==> src/rtl/tpf_pkg.sv <==
package tpf_pkg;

  typedef enum logic [1:0] {
    FS_IDLE,
    FS_ISSUE,
    FS_DRAIN
  } fetch_st_e;

  // Slots fetched per refill: the requested burst capped at one frame.
  function automatic int burst_len(input int fetch, input int slots);
    int want;
    want = fetch + 1;
    return (want < slots) ? want : slots;
  endfunction

  // Settings that could overrun the buffer or walk an empty region.
  function automatic logic cfg_bad(input int thresh, input int fetch,
                                   input int slots, input int sframes,
                                   input int cap);
    return (slots == 0) || (sframes == 0) ||
           ((thresh + burst_len(fetch, slots)) > cap);
  endfunction

endpackage

==> src/rtl/tpf_fifo.sv <==
module tpf_fifo #(
  parameter int W     = 8,
  parameter int DEPTH = 16,
  localparam int PW   = (DEPTH > 1) ? $clog2(DEPTH) : 1,
  localparam int CW   = $clog2(DEPTH + 1)
) (
  input  logic          clk,
  input  logic          rst_n,
  input  logic          flush,
  input  logic          push,
  input  logic [W-1:0]  wdata,
  input  logic          pop,
  output logic [W-1:0]  rdata,
  output logic [CW-1:0] count
);

  logic [W-1:0]  mem [DEPTH];
  logic [PW-1:0] rp_q, wp_q;
  logic [CW-1:0] cnt_q;
  logic          empty_w, do_pop, do_push;

  assign empty_w = (cnt_q == '0);
  assign do_pop  = pop && !empty_w;
  assign do_push = push && ((cnt_q != CW'(DEPTH)) || do_pop);

  function automatic logic [PW-1:0] nxt(input logic [PW-1:0] p);
    return (p == PW'(DEPTH - 1)) ? '0 : p + PW'(1);
  endfunction

  always_ff @(posedge clk) begin
    if (do_push) mem[wp_q] <= wdata;
  end

  always_ff @(posedge clk) begin
    if (!rst_n || flush) begin
      rp_q  <= '0;
      wp_q  <= '0;
      cnt_q <= '0;
    end else begin
      if (do_push) wp_q <= nxt(wp_q);
      if (do_pop)  rp_q <= nxt(rp_q);
      cnt_q <= cnt_q + CW'(do_push) - CW'(do_pop);
    end
  end

  assign rdata = empty_w ? '0 : mem[rp_q];
  assign count = cnt_q;

endmodule

==> src/rtl/tpf_walker.sv <==
module tpf_walker #(
  parameter int AW     = 33,
  parameter int SLOT_W = 10,
  parameter int SF_W   = 16,
  parameter int FRM_W  = 10,
  parameter int OFF_W  = 3
) (
  input  logic              clk,
  input  logic              rst_n,
  input  logic              load,
  input  logic              step,
  input  logic [AW-1:0]     start_addr,
  input  logic [SLOT_W-1:0] slots,
  input  logic [SF_W-1:0]   sframes,
  input  logic [FRM_W-1:0]  frm_int,
  output logic [AW-1:0]     word_addr,
  output logic [OFF_W-1:0]  offset,
  output logic              frame_ev,
  output logic              wrap_ev
);

  logic [AW-1:0]     base_q;
  logic [SLOT_W-1:0] slot_q;
  logic [OFF_W-1:0]  off_q;
  logic [SF_W-1:0]   sf_q;
  logic [FRM_W-1:0]  frm_q;
  logic              last_slot, last_off, last_sf, frm_hit;

  assign last_slot = (slot_q == slots - SLOT_W'(1));
  assign last_off  = (off_q == '1);
  assign last_sf   = (sf_q == sframes - SF_W'(1));
  assign frm_hit   = (frm_int != '0) && ((frm_q + FRM_W'(1)) == frm_int);

  always_ff @(posedge clk) begin
    if (!rst_n) begin
      base_q   <= '0;
      slot_q   <= '0;
      off_q    <= '0;
      sf_q     <= '0;
      frm_q    <= '0;
      frame_ev <= 1'b0;
      wrap_ev  <= 1'b0;
    end else begin
      frame_ev <= 1'b0;
      wrap_ev  <= 1'b0;
      if (load) begin
        base_q <= start_addr;
        slot_q <= '0;
        off_q  <= '0;
        sf_q   <= '0;
        frm_q  <= '0;
      end else if (step) begin
        if (last_slot) begin
          slot_q   <= '0;
          frame_ev <= frm_hit;
          frm_q    <= frm_hit ? '0 : frm_q + FRM_W'(1);
          if (last_off) begin
            off_q <= '0;
            if (last_sf) begin
              base_q  <= start_addr;
              sf_q    <= '0;
              wrap_ev <= 1'b1;
            end else begin
              base_q <= base_q + AW'(slots);
              sf_q   <= sf_q + SF_W'(1);
            end
          end else begin
            off_q <= off_q + OFF_W'(1);
          end
        end else begin
          slot_q <= slot_q + SLOT_W'(1);
        end
      end
    end
  end

  assign word_addr = base_q + AW'(slot_q);
  assign offset    = off_q;

endmodule

==> src/rtl/tpf_tx_prefetch.sv <==
module tpf_tx_prefetch
  import tpf_pkg::*;
#(
  parameter int AW        = 33,
  parameter int DATA_W    = 64,
  parameter int BUF_DEPTH = 16,
  parameter int SLOT_W    = 10,
  parameter int SF_W      = 16,
  parameter int FRM_W     = 10,
  parameter int CFG_W     = 4,
  localparam int OFF_W    = $clog2(DATA_W / 8),
  localparam int CNT_W    = $clog2(BUF_DEPTH + 1)
) (
  input  logic              clk,
  input  logic              rst_n,
  input  logic              en_i,
  input  logic [AW-1:0]     cfg_start_i,
  input  logic [SF_W-1:0]   cfg_sframes_i,
  input  logic [SLOT_W-1:0] cfg_slots_i,
  input  logic [CFG_W-1:0]  cfg_thresh_i,
  input  logic [CFG_W-1:0]  cfg_fetch_i,
  input  logic [FRM_W-1:0]  cfg_frm_int_i,
  output logic              mem_req_o,
  output logic [AW-1:0]     mem_addr_o,
  input  logic              mem_ready_i,
  input  logic              mem_rvalid_i,
  input  logic [DATA_W-1:0] mem_rdata_i,
  input  logic              pop_i,
  output logic [7:0]        pop_data_o,
  output logic              tx_under_o,
  output logic [AW-1:0]     next_addr_o,
  output logic [OFF_W-1:0]  next_off_o,
  output logic              pending_o,
  output logic              active_o,
  output logic              frame_ev_o,
  output logic              wrap_ev_o,
  output logic              cfg_err_o
);

  fetch_st_e         st_q;
  logic              act_q, under_q;
  logic [CNT_W-1:0]  outst_q, issued_q, blen_w;
  logic [CNT_W-1:0]  buf_cnt, tag_cnt;
  logic [OFF_W-1:0]  tag_rd;
  logic [7:0]        lane_w;
  logic              activate_w, issue_w, resp_w, refill_w, buf_push;

  // Named internal events (also observed by the checker)
  assign cfg_err_o  = cfg_bad(int'(cfg_thresh_i), int'(cfg_fetch_i),
                              int'(cfg_slots_i), int'(cfg_sframes_i), BUF_DEPTH);
  assign blen_w     = CNT_W'(burst_len(int'(cfg_fetch_i), int'(cfg_slots_i)));
  assign pending_o  = (outst_q != '0);
  assign activate_w = en_i && !act_q && !pending_o && !cfg_err_o;
  assign mem_req_o  = act_q && (st_q == FS_ISSUE);
  assign issue_w    = mem_req_o && mem_ready_i;
  assign resp_w     = mem_rvalid_i && (tag_cnt != '0);
  assign refill_w   = act_q && (st_q == FS_IDLE) && (buf_cnt <= CNT_W'(cfg_thresh_i));
  assign buf_push   = resp_w && act_q;
  assign lane_w     = mem_rdata_i[8*int'(tag_rd) +: 8];

  always_ff @(posedge clk) begin
    if (!rst_n) begin
      act_q    <= 1'b0;
      st_q     <= FS_IDLE;
      issued_q <= '0;
      outst_q  <= '0;
      under_q  <= 1'b0;
    end else begin
      if (!en_i)           act_q <= 1'b0;
      else if (activate_w) act_q <= 1'b1;

      outst_q <= outst_q + CNT_W'(issue_w) - CNT_W'(resp_w);
      under_q <= pop_i && (buf_cnt == '0);

      case (st_q)
        FS_IDLE: begin
          if (refill_w) begin
            st_q     <= FS_ISSUE;
            issued_q <= '0;
          end
        end
        FS_ISSUE: begin
          if (!act_q) begin
            st_q <= FS_DRAIN;
          end else if (issue_w) begin
            issued_q <= issued_q + CNT_W'(1);
            if ((issued_q + CNT_W'(1)) == blen_w) st_q <= FS_DRAIN;
          end
        end
        default: begin
          if (outst_q == '0) st_q <= FS_IDLE;
        end
      endcase
    end
  end

  tpf_walker #(
    .AW(AW), .SLOT_W(SLOT_W), .SF_W(SF_W), .FRM_W(FRM_W), .OFF_W(OFF_W)
  ) u_walk (
    .clk        (clk),
    .rst_n      (rst_n),
    .load       (activate_w),
    .step       (issue_w),
    .start_addr (cfg_start_i),
    .slots      (cfg_slots_i),
    .sframes    (cfg_sframes_i),
    .frm_int    (cfg_frm_int_i),
    .word_addr  (next_addr_o),
    .offset     (next_off_o),
    .frame_ev   (frame_ev_o),
    .wrap_ev    (wrap_ev_o)
  );

  // Lane of every read in flight, consumed in response order
  tpf_fifo #(.W(OFF_W), .DEPTH(BUF_DEPTH)) u_tags (
    .clk   (clk),
    .rst_n (rst_n),
    .flush (1'b0),
    .push  (issue_w),
    .wdata (next_off_o),
    .pop   (resp_w),
    .rdata (tag_rd),
    .count (tag_cnt)
  );

  tpf_fifo #(.W(8), .DEPTH(BUF_DEPTH)) u_buf (
    .clk   (clk),
    .rst_n (rst_n),
    .flush (!act_q),
    .push  (buf_push),
    .wdata (lane_w),
    .pop   (pop_i),
    .rdata (pop_data_o),
    .count (buf_cnt)
  );

  assign mem_addr_o = next_addr_o;
  assign active_o   = act_q;
  assign tx_under_o = under_q;

endmodule

==> config.mk <==
export PLATFORM = sky130hd
export DESIGN_NAME = tpf_tx_prefetch
export DESIGN_NICKNAME = d
export VERILOG_FILES = /design/src/rtl/tpf_pkg.sv /design/src/rtl/tpf_fifo.sv /design/src/rtl/tpf_walker.sv /design/src/rtl/tpf_tx_prefetch.sv
export SDC_FILE = /design/constraint.sdc
export NUM_CORES = 1
export LEC_CHECK = 0
export BUFFER_PORTS_ARGS = -buffer_cell sky130_fd_sc_hd__buf_4
export CAP_MARGIN = 20
export CORE_MARGIN = 5
export CORE_UTILIZATION = 25
export CTS_CLUSTER_DIAMETER = 120
export CTS_CLUSTER_SIZE = 8
export DETAILED_ROUTE_END_ITERATION = 6
export PLACE_DENSITY = 0.49
export SLEW_MARGIN = 40
export SYNTH_ARGS = -nofsm -noshare
export SYNTH_HDL_FRONTEND = slang
export SYNTH_SLANG_ARGS = --single-unit
==> constraint.sdc <==
create_clock -name clk -period 6.4 [get_ports clk]
set_input_delay 0.32 -clock clk [delete_from_list [all_inputs] [get_ports clk]]
set_output_delay 0.32 -clock clk [all_outputs]
set_load 0.02 [all_outputs]
## Word-level counts from Yosys, hierarchy flattened

Memory sizes are Yosys's and may differ from the RTL's. A register that Yosys moved wholly into a read port is not among the register bits.
Index checks and enable logic that the tools add are counted.

- Register bits: 114
- RAM bits: 176
- Output and inout bits: 84
- Input bits: 147
- ROM bits: 0
- Logic and storage cells: 150
- Memories: 2
- Latch bits: 0

- Magnitude comparators: 3
- $mul: 0
- Equal/unequal tests: 17
- Add/subtract/negate cells: 21
- Bitwise operators: 4
- Reductions and logical operators: 49
- Div/mod/pow operators: 0
- Shift operators: 1
- Muxes and demuxes: 35

Memory list:

| name | depth | width | rd ports | clocked after Yosys merged registers in | write ports | RTL line | source |
|---|---|---|---|---|---|---|---|
| u_buf.mem | 16 | 8 | 1 | 1 | 1 | tpf_fifo.sv:17 | `logic [W-1:0] mem [DEPTH];` |
| u_tags.mem | 16 | 3 | 1 | 1 | 1 | tpf_fifo.sv:17 |  |

Operators by type and width:

| kind | number |
|---|---|
| 33-bit 2-to-1 mux | 5 |
| 33-bit by 10-bit adder with 33-bit output | 2 |
| 64-bit by 7-bit indexed part select with 8-bit output | 1 |
| 5-bit by 32-bit adder with 32-bit output | 1 |
| 32-bit by 6-bit greater-than comparator with 1-bit output, second input constant | 1 |
| 4-bit 2-to-1 mux | 8 |
| 10-bit 2-to-1 mux | 3 |
| 10-bit by 1-bit adder with 10-bit output, second input constant | 2 |
| 10-bit == test | 2 |
| 16-bit by 1-bit adder with 16-bit output, second input constant | 1 |
| 4-bit by 1-bit adder with 4-bit output, second input constant | 4 |
| 16-bit == test | 1 |
| 4-bit == test, second input constant | 4 |
| 16-bit zero test | 1 |
| 16-bit 2-to-1 mux | 1 |
| 16-bit by 1-bit subtractor with 16-bit output, second input constant | 1 |
| 5-bit by 1-bit adder with 5-bit output | 3 |
| 1-bit logical AND | 15 |
| 5-bit zero test | 3 |
| 5-bit 2-to-1 mux | 3 |
| 5-bit by 1-bit subtractor with 5-bit output | 3 |
| 10-bit zero test | 1 |
| 5-bit by 10-bit < comparator with 1-bit output | 1 |
| 2-bit 2-to-1 mux | 5 |
| 31 further kinds | 58 |

## Longest topological paths before layout

- Depth after elaboration: 10
- Gate-level depth with buffers: 21
- Depth with buffers taken out: 18

## Modules after synthesis

From an unflattened synthesis, not the netlist that was laid out.

- Cells, all modules: 1592
- Area, all modules: 17256.6 um2

By module, submodules not included:

| module | area each (um2) | cells each | times used | sequential area each (um2) |
|---|---|---|---|---|
| tpf_walker | 6329.8 | 831 | 1 | 1481.4 |
| tpf_fifo at u_buf | 5888.1 | 319 | 1 | 4184.0 |
| tpf_fifo at u_tags | 2777.7 | 189 | 1 | 1781.7 |
| tpf_tx_prefetch | 2260.9 | 253 | 1 | 280.3 |

## Worst setup path after synthesis

OpenSTA, ideal clock, no wires.

- Kind: input -> register
- Start: input port cfg_fetch_i[0]
- End: register u_walk.base_q[32]
- Slack: 1.642 ns
- Setup time: 0.122 ns
- Stages: 20
- Required time: 6.278 ns
- Arrival time: 4.636 ns
- Path buffers: 3
- Path through: ha_1 xor2_1 ha_1 or3_1 o22a_1 a22o_1 clkbuf_1 mux2_2 fa_1 xor2_1 or4_1 a211o_1 and3b_1 mux2i_1 and2_0 clkbuf_1 buf_2 nand2_1 a21boi_0 a221o_1

- Longest elaborated chain between the ends: 10
- Elaborated cells between the ends (all ways): 13
- Classes of those cells: add/sub (2); order compare (2); mux (2); reduce/logical (7)

RTL lines:

| item | RTL line | source |
|---|---|---|
| from (decl) | tpf_tx_prefetch.sv:21 | `input logic [CFG_W-1:0] cfg_fetch_i,` |
| 4-bit by 1-bit adder with 5-bit output (*) | tpf_pkg.sv:12 | `want = fetch + 1;` |
| 5-bit by 10-bit < comparator with 1-bit output | tpf_pkg.sv:13 | `return (want < slots) ? want : slots;` |
| 10-bit 2-to-1 mux (*) | - |  |
| 5-bit by 32-bit adder with 32-bit output (*) | tpf_pkg.sv:21 | `((thresh + burst_len(fetch, slots)) > cap);` |
| 32-bit by 6-bit greater-than comparator with 1-bit output (*) | tpf_pkg.sv:21 |  |
| 1-bit logical OR (*) | tpf_pkg.sv:20 | `return (slots == 0) \|\| (sframes == 0) \|\|` |
| 1-bit zero test (*) | tpf_tx_prefetch.sv:53 | `assign activate_w = en_i && !act_q && !pending_o && !cfg_err_o;` |
| 1-bit logical AND (*) | tpf_tx_prefetch.sv:53 |  |
| 2-bit nonzero test (no source line) | - |  |
| 3-bit AND reduction (no source line) | - |  |
| to (signal assigned) | tpf_walker.sv:47 | `base_q <= start_addr;` |
| to (signal assigned) | tpf_walker.sv:60 | `base_q <= start_addr;` |
| to (signal assigned) | tpf_walker.sv:64 | `base_q <= base_q + AW'(slots);` |
| to (decl) | tpf_walker.sv:22 | `logic [AW-1:0] base_q;` |

Every way passes the cells marked *; elsewhere a longest branch is shown, timed or not.
A chain may end at the register's enable or synchronous reset.

## Worst setup path after layout

- Start: input port cfg_fetch_i[0]
- End: register u_walk.base_q[24]

The elaborated chain is that of the path after synthesis.

==> results.tsv <==
metric	value	unit
status	finished, final reports clean	
Synth Area in Simple Gates	15.89	%
Crit Path Category	input port to flip-flop	
Core Rows	95	
Leak	7.510	nW
die area	72350	µm²
Synth Cell Area	16770	µm²
H-tree levels	2	
mux cell area share after synthesis	10.56	%
crit path DAT	5.32	ns
Sequential Area	7732	µm²
Fmax	205.4	MHz
vias in the first global route	12828	
routed vias/inst	4.777	
most frequent cells in the layout	buf_4, edfxtp_1, nor2_1, nand2_1, dfxtp_1	
dpl ws	0.7976	ns
Post-synth EDFFs	176	
hpwl dp	34800	µm
first-pass GRT wire length	72330	µm
Max Cap Violations	0	
Placed Area	19250	µm²
Buffers & Inverters on Critical Path	3	
final WL	47150	µm
Post-Synth Adder-Cell Area	6.014	%
Req. time, crit path	6.85	ns
final setup violation count	0	
critical path's largest stage delay	0.53	ns
largest net degree at the start of global routing	40	
crit-path leading delay family	compound AO/OA/AOI/OAI gates	
vias	12650	
overall die height	269.0	µm
Tightest Pin Transition	0.7928	ns
pwr/cell area	302.6	nW/µm²
critical path cell sequence	buf_4 -> ha_1 -> xor2_1 -> ha_1 -> or3_1 -> o22a_1 -> a22o_1 -> mux2i_1 -> inv_1 -> ha_1 -> a21oi_1 -> a211oi_1 -> a211oi_1 -> and3b_1 -> mux2i_2 -> o21a_1 -> buf_12 -> nor3_4 -> a221o_1	
sequential-to-total area share from yosys stat	46.08	%
area growth from synthesis to layout	23.18	%
syn avg cell area	10.74	µm²
Initial DRC Count	671	
final worst setup slack	1.532	ns
net switching power	1.988	mW
gate count after technology mapping	1562	
clock sink total	298	
# fillers	6844	
RSZ-0062 raised after global routing	no	
die width	269.0	µm
Hold Path Class	input port to flip-flop	
commonest non-fill, non-tap cell in the layout	buf_4	
DRT antenna net count	0	
Final Hold Fails	0	
share of cells above drive strength 1	22.54	%
Final Hold Slack	0.03615	ns
Slew HR	46.95	%
All-Layer GR Usage	12.58	%
Setup TNS	0	ns
Final Power	6.251	mW
Synth top area share	31.52	%
CP endpoint kind	flip-flop	
Reg power frac	39.6	%
Yosys reg bits	298	
gr ovfl total	0	
CTS tree	done	
CP Max Fanout	24	
first-pass iteration count of the detailed router	5	
Core Area	66800	µm²
xor/xnor share of the synthesized area	6.529	%
fin area	20650	µm²
dominant synthesized flop cell	edfxtp_1	
non-filler cells, final	2648	
largest family of logic cells by synthesized area	simple AND/OR/NAND/NOR gates	
Num CTS Buffers	44	
clock power share	33.9	%
Clock Latency Late Sink	0.58	ns
combinational power share	26.5	%
CTS resizes	0	
# diodes	0	
pins over their slew limit	0	
post-DR wirelength/cell	17.81	µm
Multi-input gate area	8399	µm²
Worst-path clk slew	0.06	ns
ys async rst share	0	%
# DRC	0	
Crit path top cell by count	ha_1	
YS warnings	0	
initial antenna violation count	1	
placed cells	2574	
Tcrit/Tclk final	76.06	%
Synth area leaders	edfxtp_1, dfxtp_1, mux4_2	
P_int	4.262	mW
cell taking the most area after synthesis	edfxtp_1	
CP max-delay cell	o21a_1	
crit path launch type	input port	
Syn Nets	1786	
Synth Area in Compound Gates	10.24	%
IO buf count	230	
clock tree buffer depth	3	
starting density of the core	25.10	%
CTS root buf	clkbuf_16	
I/O pin cnt	231	
minimum clock period	4.868	ns
routability cong.	0.8508	
Worst Clk Skew	0.04848	ns
fin util	30.92	%
sw frac	31.81	%
count of cell types in the netlist	81	
Max IR drop VDD	0.2900	mV
# nets final	1984	
[cells by family (layout without fill, tap and decap cells)]
| logic type | count (synthesis) | count (layout) |
|---|---|---|
| AOI/OAI and AO/OA | 261 | 261 |
| and+or+nand+nor | 530 | 530 |
| buffers and inverters | 164 | 377 |
| adders and majority gates | 77 | 77 |
| xor gates and xnor gates | 125 | 125 |
| DFF | 298 | 298 |
| muxes | 107 | 107 |
[final timing paths]
path / start / endpoint / slack [ns] / cells after the start
worst max register to register: flip-flop / u_buf.mem[5][1] / 2.23 / 8
worst min-delay path: cfg_start_i[12] / u_walk.base_q[12] / 0.04 / 3
worst min register to register: issued_q[1] / issued_q[1] / 0.48 / 2
worst max-delay path: cfg_fetch_i[0] / u_walk.base_q[24] / 1.53 / 19
[per-layer routing]
layer	up-vias	part of all wire, %	GRT usage, %
li1	6122	-	-
met1	6137	43	16.05
met2	305	50	21.68
met3	84	4.4	2.345
met4	2	2.6	3.925
met5	-	0.034	0
[cell type report]
class                   count  share of cell area (%)
multi-input cells        1100                   40.67
flip-flops and latches    298                   37.44
repair buffers            252                   9.377
clock buffers              56                   5.549
well taps                 873                   5.288
inverters                  64                   1.163
clock inverters             5                  0.5210
[cell usage after synthesis, types with 33 or more instances]
master / count
nand2_1: 121
nor2_1: 150
clkbuf_1: 43
mux2i_1: 43
mux4_2: 55
xnor2_1: 59
buf_4: 33
nor3_1: 38
a21oi_1: 71
xor2_1: 66
o21ai_0: 49
ha_1: 71
edfxtp_1: 176
inv_1: 63
nand3_1: 39
dfxtp_1: 122
[what timing repair did]
action / in CTS / in global routing
hold buffers: 13 / 0
setup buffers: 0 / 0
endpoints found under the hold margin: 13 / 0
[state kept, by name, indices dropped and copies added, names as in the netlist, 2 cells and up, named ones only]
register       flops
u_tags.rp_q        4
u_tags.count       5
outst_q            5
u_tags.mem        48
u_walk.sf_q       16
st_q               2
u_buf.mem        128
issued_q           5
u_buf.count        5
u_tags.wp_q        4
u_buf.rp_q         4
u_walk.frm_q      10
u_walk.offset      3
u_walk.slot_q     10
u_walk.base_q     33
u_buf.wp_q         4
[worst min-delay path, cell delays in order]
cell and delay, ns:
buf_4 0.08, a21oi_1 0.05, o21ai_0 0.12
[power by group through the flow]
stage | combinational (mW) | sequential, mW | clock (mW)
after detailed placement | 1.65 | 2.51 | 0
after CTS | 1.67 | 2.48 | 2.19
after global routing | 1.82 | 2.48 | 2.27
after floorplan | 1.09 | 2.48 | 0
final | 1.66 | 2.47 | 2.12
after global placement | 1.56 | 2.52 | 0
Note: power is estimated with default switching activity, not from simulation.
